**config.mk**
```make
export PLATFORM = sky130hd
export DESIGN_NAME = mdio_frame_engine
export DESIGN_NICKNAME = d
export VERILOG_FILES = /design/src/rtl/mdio_pkg.sv /design/src/rtl/mdio_rst_sync.sv /design/src/rtl/mdio_clkgen.sv /design/src/rtl/mdio_frame_seq.sv /design/src/rtl/mdio_capture.sv /design/src/rtl/mdio_frame_engine.sv
export SDC_FILE = /design/constraint.sdc
export NUM_CORES = 1
export LEC_CHECK = 0
export BUFFER_PORTS_ARGS = -buffer_cell sky130_fd_sc_hd__clkbuf_2
export CAP_MARGIN = 20
export CORE_MARGIN = 2
export CORE_UTILIZATION = 50
export DETAILED_ROUTE_END_ITERATION = 10
export GPL_ROUTABILITY_DRIVEN = 0
export HOLD_SLACK_MARGIN = 0.02
export PLACE_DENSITY_LB_ADDON = 0.12
export SLEW_MARGIN = 20
export SYNTH_ARGS = -nofsm -noshare
export SYNTH_HDL_FRONTEND = slang
export SYNTH_SLANG_ARGS = --single-unit
export TNS_END_PERCENT = 30
```
**constraint.sdc**
```tcl
create_clock -name clk -period 4.4 [get_ports clk]
set_input_delay 0.88 -clock clk [delete_from_list [all_inputs] [get_ports clk]]
set_output_delay 0.88 -clock clk [all_outputs]
set_load 0.005 [all_outputs]
```
**src/rtl/mdio_pkg.sv**
```systemverilog
package mdio_pkg;
  localparam int ADDR_W  = 5;
  localparam int DATA_W  = 16;
  localparam int HDR_W   = 4 + 2 * ADDR_W;  // start + opcode + two addresses
  localparam int BODY_W  = 2 + DATA_W;      // turnaround + data

  localparam logic [1:0] SOF_CODE = 2'b01;
  localparam logic [1:0] OP_RD    = 2'b10;
  localparam logic [1:0] OP_WR    = 2'b01;
  localparam logic [1:0] TA_WR    = 2'b10;
endpackage

```
**src/rtl/mdio_rst_sync.sv**
```systemverilog
module mdio_rst_sync (
  input  logic clk,
  input  logic rst_n,
  output logic rst_n_sync
);
  logic meta_q, sync_q;

  always_ff @(posedge clk or negedge rst_n) begin
    if (!rst_n) begin
      meta_q <= 1'b0;
      sync_q <= 1'b0;
    end else begin
      meta_q <= 1'b1;
      sync_q <= meta_q;
    end
  end

  assign rst_n_sync = sync_q;
endmodule

```
**src/rtl/mdio_clkgen.sv**
```systemverilog
module mdio_clkgen #(
  parameter int DIV_HALF = 4
) (
  input  logic clk,
  input  logic rst_n,
  input  logic en,
  output logic mdc,
  output logic rise_tick,
  output logic fall_tick
);
  localparam int CNT_W = (DIV_HALF > 1) ? $clog2(DIV_HALF) : 1;
  localparam logic [CNT_W-1:0] CNT_LAST = CNT_W'(DIV_HALF - 1);

  logic [CNT_W-1:0] cnt_q, cnt_n;
  logic             mdc_q, mdc_n;
  logic             tick;

  assign tick = en && (cnt_q == CNT_LAST);

  always_comb begin
    if (!en) begin
      cnt_n = '0;
      mdc_n = 1'b0;
    end else if (tick) begin
      cnt_n = '0;
      mdc_n = ~mdc_q;
    end else begin
      cnt_n = cnt_q + CNT_W'(1);
      mdc_n = mdc_q;
    end
  end

  always_ff @(posedge clk or negedge rst_n) begin
    if (!rst_n) begin
      cnt_q <= '0;
      mdc_q <= 1'b0;
    end else begin
      cnt_q <= cnt_n;
      mdc_q <= mdc_n;
    end
  end

  assign mdc       = mdc_q;
  assign rise_tick = tick && !mdc_q;
  assign fall_tick = tick && mdc_q;

  assert_mdc_idle_low_R1: assert property (@(posedge clk) disable iff (!rst_n)
    !en |-> !mdc_q);
  assert_half_period_R2: assert property (@(posedge clk) disable iff (!rst_n)
    ($rose(mdc_q) || $fell(mdc_q)) |-> (cnt_q == '0));
endmodule

```
**src/rtl/mdio_frame_seq.sv**
```systemverilog
module mdio_frame_seq
  import mdio_pkg::*;
#(
  parameter int PRE_LEN = 32
) (
  input  logic              clk,
  input  logic              rst_n,
  input  logic              start,
  input  logic              rd_sel,
  input  logic [ADDR_W-1:0] phy_addr,
  input  logic [ADDR_W-1:0] reg_addr,
  input  logic [DATA_W-1:0] wr_data,
  input  logic              fall_tick,
  output logic              busy,
  output logic              rd_active,
  output logic [$clog2(PRE_LEN+HDR_W+BODY_W+2)-1:0] bit_idx,
  output logic              frame_end,
  output logic              mdio_o,
  output logic              mdio_oe,
  output logic              done
);
  localparam int FRAME_W  = PRE_LEN + HDR_W + BODY_W;
  localparam int TOTAL    = FRAME_W + 1;
  localparam int ADDR_END = PRE_LEN + HDR_W;
  localparam int IDX_W    = $clog2(TOTAL + 1);

  logic               busy_q, busy_n;
  logic               rd_q, rd_n;
  logic               done_q, done_n;
  logic               o_q, o_n;
  logic               oe_q, oe_n;
  logic [IDX_W-1:0]   idx_q, idx_n;
  logic [FRAME_W-1:0] sh_q, sh_n;
  logic [FRAME_W-1:0] frame;

  assign frame = {{PRE_LEN{1'b1}}, SOF_CODE, rd_sel ? OP_RD : OP_WR,
                  phy_addr, reg_addr, TA_WR, rd_sel ? DATA_W'(0) : wr_data};

  function automatic logic drives(input logic [IDX_W-1:0] k, input logic is_rd);
    return (k < IDX_W'(ADDR_END)) || (!is_rd && (k < IDX_W'(FRAME_W)));
  endfunction

  always_comb begin
    busy_n    = busy_q;
    rd_n      = rd_q;
    done_n    = 1'b0;
    o_n       = o_q;
    oe_n      = oe_q;
    idx_n     = idx_q;
    sh_n      = sh_q;
    frame_end = 1'b0;
    if (!busy_q) begin
      if (start) begin
        busy_n = 1'b1;
        rd_n   = rd_sel;
        idx_n  = '0;
        sh_n   = frame;
        o_n    = frame[FRAME_W-1];
        oe_n   = 1'b1;
      end
    end else if (fall_tick) begin
      if (idx_q == IDX_W'(TOTAL - 1)) begin
        busy_n    = 1'b0;
        done_n    = 1'b1;
        idx_n     = '0;
        o_n       = 1'b0;
        oe_n      = 1'b0;
        frame_end = 1'b1;
      end else begin
        idx_n = idx_q + IDX_W'(1);
        sh_n  = sh_q << 1;
        o_n   = sh_q[FRAME_W-2];
        oe_n  = drives(idx_n, rd_q);
      end
    end
  end

  always_ff @(posedge clk or negedge rst_n) begin
    if (!rst_n) begin
      busy_q <= 1'b0;
      rd_q   <= 1'b0;
      done_q <= 1'b0;
      o_q    <= 1'b0;
      oe_q   <= 1'b0;
      idx_q  <= '0;
      sh_q   <= '0;
    end else begin
      busy_q <= busy_n;
      rd_q   <= rd_n;
      done_q <= done_n;
      o_q    <= o_n;
      oe_q   <= oe_n;
      idx_q  <= idx_n;
      sh_q   <= sh_n;
    end
  end

  assign busy      = busy_q;
  assign rd_active = busy_q && rd_q;
  assign bit_idx   = idx_q;
  assign mdio_o    = o_q;
  assign mdio_oe   = oe_q;
  assign done      = done_q;

  assert_idle_released_R6: assert property (@(posedge clk) disable iff (!rst_n)
    !busy_q |-> !oe_q);
  assert_start_ignored_R8: assert property (@(posedge clk) disable iff (!rst_n)
    (busy_q && start && !fall_tick) |=> (busy_q && idx_q == $past(idx_q)));
  assert_done_pulse_R9: assert property (@(posedge clk) disable iff (!rst_n)
    done_q |=> !done_q);
  assert_read_release_R5: assert property (@(posedge clk) disable iff (!rst_n)
    (busy_q && rd_q && idx_q >= IDX_W'(ADDR_END)) |-> !oe_q);
endmodule

```
**src/rtl/mdio_capture.sv**
```systemverilog
module mdio_capture
  import mdio_pkg::*;
#(
  parameter int LO_IDX = 48,
  parameter int IDX_W  = 7
) (
  input  logic              clk,
  input  logic              rst_n,
  input  logic              rise_tick,
  input  logic              rd_active,
  input  logic [IDX_W-1:0]  bit_idx,
  input  logic              frame_end,
  input  logic              mdio_i,
  output logic [DATA_W-1:0] rd_data
);
  logic [DATA_W-1:0] sh_q, sh_n;
  logic [DATA_W-1:0] hold_q, hold_n;
  logic              in_data;

  assign in_data = (bit_idx >= IDX_W'(LO_IDX)) && (bit_idx < IDX_W'(LO_IDX + DATA_W));

  always_comb begin
    sh_n   = sh_q;
    hold_n = hold_q;
    if (rise_tick && rd_active && in_data) sh_n = {sh_q[DATA_W-2:0], mdio_i};
    if (frame_end && rd_active)            hold_n = sh_q;
  end

  always_ff @(posedge clk or negedge rst_n) begin
    if (!rst_n) begin
      sh_q   <= '0;
      hold_q <= '0;
    end else begin
      sh_q   <= sh_n;
      hold_q <= hold_n;
    end
  end

  assign rd_data = hold_q;

  assert_hold_on_write_R5: assert property (@(posedge clk) disable iff (!rst_n)
    !rd_active |=> $stable(hold_q));
endmodule

```
**src/rtl/mdio_frame_engine.sv**
```systemverilog
module mdio_frame_engine
  import mdio_pkg::*;
#(
  parameter int DIV_HALF = 4,
  parameter int PRE_LEN  = 32
) (
  input  logic        clk,
  input  logic        rst_n,
  input  logic        start,
  input  logic        rd_sel,
  input  logic [4:0]  phy_addr,
  input  logic [4:0]  reg_addr,
  input  logic [15:0] wr_data,
  output logic        mdc,
  output logic        mdio_o,
  output logic        mdio_oe,
  input  logic        mdio_i,
  output logic [15:0] rd_data,
  output logic        done
);
  localparam int IDX_W   = $clog2(PRE_LEN + HDR_W + BODY_W + 2);
  localparam int DATA_LO = PRE_LEN + HDR_W + 2;

  logic             rst_n_s;
  logic             busy, rd_active, frame_end, rise_tick, fall_tick;
  logic [IDX_W-1:0] bit_idx;

  mdio_rst_sync u_rst (.clk(clk), .rst_n(rst_n), .rst_n_sync(rst_n_s));

  mdio_clkgen #(.DIV_HALF(DIV_HALF)) u_clk (
    .clk(clk), .rst_n(rst_n_s), .en(busy),
    .mdc(mdc), .rise_tick(rise_tick), .fall_tick(fall_tick)
  );

  mdio_frame_seq #(.PRE_LEN(PRE_LEN)) u_seq (
    .clk(clk), .rst_n(rst_n_s), .start(start), .rd_sel(rd_sel),
    .phy_addr(phy_addr), .reg_addr(reg_addr), .wr_data(wr_data),
    .fall_tick(fall_tick), .busy(busy), .rd_active(rd_active),
    .bit_idx(bit_idx), .frame_end(frame_end),
    .mdio_o(mdio_o), .mdio_oe(mdio_oe), .done(done)
  );

  mdio_capture #(.LO_IDX(DATA_LO), .IDX_W(IDX_W)) u_cap (
    .clk(clk), .rst_n(rst_n_s), .rise_tick(rise_tick), .rd_active(rd_active),
    .bit_idx(bit_idx), .frame_end(frame_end), .mdio_i(mdio_i), .rd_data(rd_data)
  );

  assert_stable_while_high_R7: assert property (@(posedge clk) disable iff (!rst_n_s)
    (mdc && $past(mdc)) |-> ($stable(mdio_o) && $stable(mdio_oe)));
  assert_no_change_on_rise_R7: assert property (@(posedge clk) disable iff (!rst_n_s)
    $rose(mdc) |-> $stable(mdio_oe));
  assert_done_after_low_R2: assert property (@(posedge clk) disable iff (!rst_n_s)
    $rose(done) |-> ($fell(mdc) && !busy));
endmodule

```
==> results by group <==
Clock network
  – CTS resizes: 0
  – Skew-Pair Late Insertion Delay: 360 ps
  – CTS buffer count: 9
  – Worst-path clk slew: 100 ps
  – Sink Count: 112
  – Cts hold-fix bufs: 0
  – TritonCTS clock tree: built
  – Setup bufs post-CTS: 0
  – CTS max path bufs: 2
  – H-tree levels: 3
  – CTS root buffer: clkbuf_8

Logic synthesis
  – Syn Inst Count: 361
  – Seq/Total Area, Yosys: 60.7%
  – Adder-cell area share of the yosys netlist: 1.03%
  – Synth Area in Compound Gates: 15.5%
  – Post-synthesis xor/xnor area fraction: 0.569%
  – Yosys cell types: 44
  – Largest family of logic cells by synthesized area: compound AO/OA/AOI/OAI gates
  – Post-synthesis register bit count: 112
  – FFs w/ async S/R, synth: 100%
  – Ys Warns: 0
  – Number of synthesized flops with an enable pin: 0
  – Post-synthesis mux area share: 11.0%
  – Mean Syn Cell Area: 12.8 um2
  – Main synth FF type: dfrtp_1
  – Net count after synthesis: 395
  – Area of the mapped netlist: 4620 um2
  – Synth Area in Simple Gates: 8.02%

Global route
  – Initial antenna violation count: 0
  – GRT Overall Usage: 17.5%
  – Largest net degree at the start of global routing: 67
  – Vias in the first global route: 2,925
  – GRT overflow: 0
  – Global-route wire length before repair: 14,200 um

STA
  – Part of the cycle the worst path needs: 58.9%
  – Worst-Margin Slew: 1030 ps
  – Setup Skew: 9.67 ps
  – Tmin final: 2590 ps
  – Fin. Hold Viols: 0
  – Peak Freq: 0.386 GHz
  – Final setup vio count: 0
  – Slew headroom: 30.8%
  – Pins Over Slew Limit: 0
  – RSZ-0062 raised after global routing: false
  – Total negative slack: 0 ps

Power
  – Pleak: 2.41 nW
  – Share of total power in the clock network: 24.3%
  – Sw Ratio: 31.0%
  – Sw Pwr: 872 uW
  – Power per cell area: 544 nW/um2
  – P_int: 1.94 mW
  – Sequential share of power: 51.7%
  – Logic pwr share: 23.9%
  – Worst vdd ir: 0.000256 V

Drt
  – DRT antenna net count: 0
  – Via count: 2,914
  – Violation count after the first detailed-route iteration: 110
  – Final wirelength: 8130 um
  – Drt pass-1 iters: 4
  – DRC: 0
  – DR vias/cell: 5.61
  – WL per Instance: 15.7 um

Worst hold path
  – Worst min-delay path class: flop to asynchronous set/reset pin

Floorplan
  – Die height: 100 um
  – Total Die Area: 10,000 um2
  – I/O Pins: 51
  – Die width: 100 um
  – Row Count: 35
  – Core ar.: 9110 um2
  – Initial Util: 50.7%

Worst setup path
  – CP Data Arrival Time: 2890 ps
  – Critical-path maximum fanout: 33
  – Crit. End Element: flop
  – Buffers and inverters on the worst path: 0
  – Worst setup SP type: flop
  – Critical path class: flop to flop
  – Max stage delay on crit path: 940 ps
  – Top Family by Delay on Critical Path: simple AND/OR/NAND/NOR gates
  – Crit-path slowest cell: dfrtp_1
  – Critical-path cell list: and3_1 -> o21ai_4 -> nand2_1 -> o22a_1
  – Worst Path Required: 4700 ps

Cells and area
  – Fin cells: 519
  – Commonest non-fill, non-tap cells in the layout: dfrtp_1 (111), clkbuf_2 (50), o21ai_0 (35), o22a_1 (33), nand3_1 (32)
  – Fillers: 797
  – Ant. Diodes: 0
  – Finished Cell Area: 5170 um2
  – Nets: 437
  – Area grow syn2layout: 11.9%
  – Commonest non-fill, non-tap cell in the layout: dfrtp_1
  – Layout cell share with drive strength beyond 1: 27.7%

Placed design
  – Placed cell count: 503
  – Detailed placer's ending HPWL: 5150 um
  – DP Area: 4940 um2
  – I/O Buffers: 50

Job
  – Total of max-cap violations: 0

Outcome
  – Status: finished clean
==> flip-flops by register name (all words and copies together), names as in the netlist, 2 cells and up <==
name	flops
u_seq.sh_q	63
u_cap.sh_q	16
u_seq.bit_idx	7
u_cap.rd_data	16
u_clk.cnt_q	2
==> cell type report <==
type                            count  area (um2)  area share [%]
Inverter                            3        11.3           0.218
Multi-Input combinational cell    220        1680            32.6
Clock inverter                      6        90.1            1.74
Sequential cell                   112        2810            54.3
Timing Repair Buffer               57         303            5.86
Tap cell                          111         139            2.69
Clock buffer                       10         138            2.66
==> synthesized netlist by cell type, types with 2 or more instances <==
cell | number | area, um2
clkbuf_2 | 2 | 10.0
dfrtp_1 | 112 | 2800
nand3_1 | 32 | 160
mux2_4 | 10 | 150
nor3b_1 | 2 | 15.0
a22o_1 | 4 | 35.0
a21o_1 | 3 | 22.5
buf_6 | 3 | 33.8
ha_1 | 3 | 37.5
a22oi_1 | 15 | 113
o21ai_0 | 35 | 175
o21a_1 | 2 | 15.0
mux2_2 | 22 | 248
clkbuf_1 | 10 | 37.5
buf_1 | 3 | 11.3
o22a_1 | 33 | 289
inv_1 | 3 | 11.3
nor2_1 | 8 | 30.0
nor3_1 | 2 | 10.0
a21oi_1 | 2 | 10.0
mux2i_1 | 11 | 110
nand2_1 | 13 | 48.8
buf_2 | 8 | 40.0
and3_1 | 2 | 12.5
xnor2_1 | 2 | 17.5
==> through the flow <==
step / utilization, % / hold slack [ps] / setup slack, ps / power (mW)
floorplan: - / 331 / 1050 / 1.98
global placement: 54.2 / 254 / 1840 / 2.13
detailed placement: 54.2 / 258 / 1800 / 2.16
CTS: 56.7 / 257 / 1800 / 2.85
global route: 56.8 / 255 / 1560 / 3.01
finish: 56.8 / 248 / 1810 / 2.81
==> worst paths after layout <==
path	cells past startpoint	endpoint	start	slack (ps)
worst max register to register	4	u_seq.sh_q[59]	u_seq.busy	1810
max in group asynchronous	1	u_seq.sh_q[48]	u_rst.rst_n_sync	3200
min in group clk	0	u_rst.rst_n_sync	u_rst.meta_q	360
worst min register to register	0	u_seq.bit_idx[6]	u_rst.rst_n_sync	250
worst max-delay path	4	u_seq.sh_q[59]	u_seq.busy	1810
worst min-delay path	0	u_seq.bit_idx[6]	u_rst.rst_n_sync	250
==> routing by layer <==
metal	part of all wire, %	wire (um)	up-vias	global-route usage [%]
met5	0	0	-	0
li1	-	-	1410	-
met4	1.1	87	0	4.74
met3	3.0	240	10	4.04
met2	49	3950	40	28.3
met1	47	3850	1454	24.1
==> power groups by stage <==
| stage | combinational (mW) | sequential, mW | clock, mW |
|---|---|---|---|
| 2_1_floorplan | 0.540 | 1.44 | 0 |
| 3_3_place_gp | 0.656 | 1.47 | 0 |
| 3_5_place_dp | 0.685 | 1.48 | 0 |
| 4_1_cts | 0.684 | 1.46 | 0.708 |
| 5_1_grt | 0.773 | 1.49 | 0.741 |
| 6_report | 0.673 | 1.46 | 0.684 |
==> cells by family (layout without fill, tap and decap cells) <==
family | count (synthesis) | in the layout
buf+inv | 29 | 76
xor+xnor | 3 | 3
simple gates | 68 | 68
flops | 112 | 112
fa+ha+maj | 4 | 4
mux | 43 | 43
compound gates | 101 | 101
other cells | 1 | 1
(Power assumes the default switching activity.)
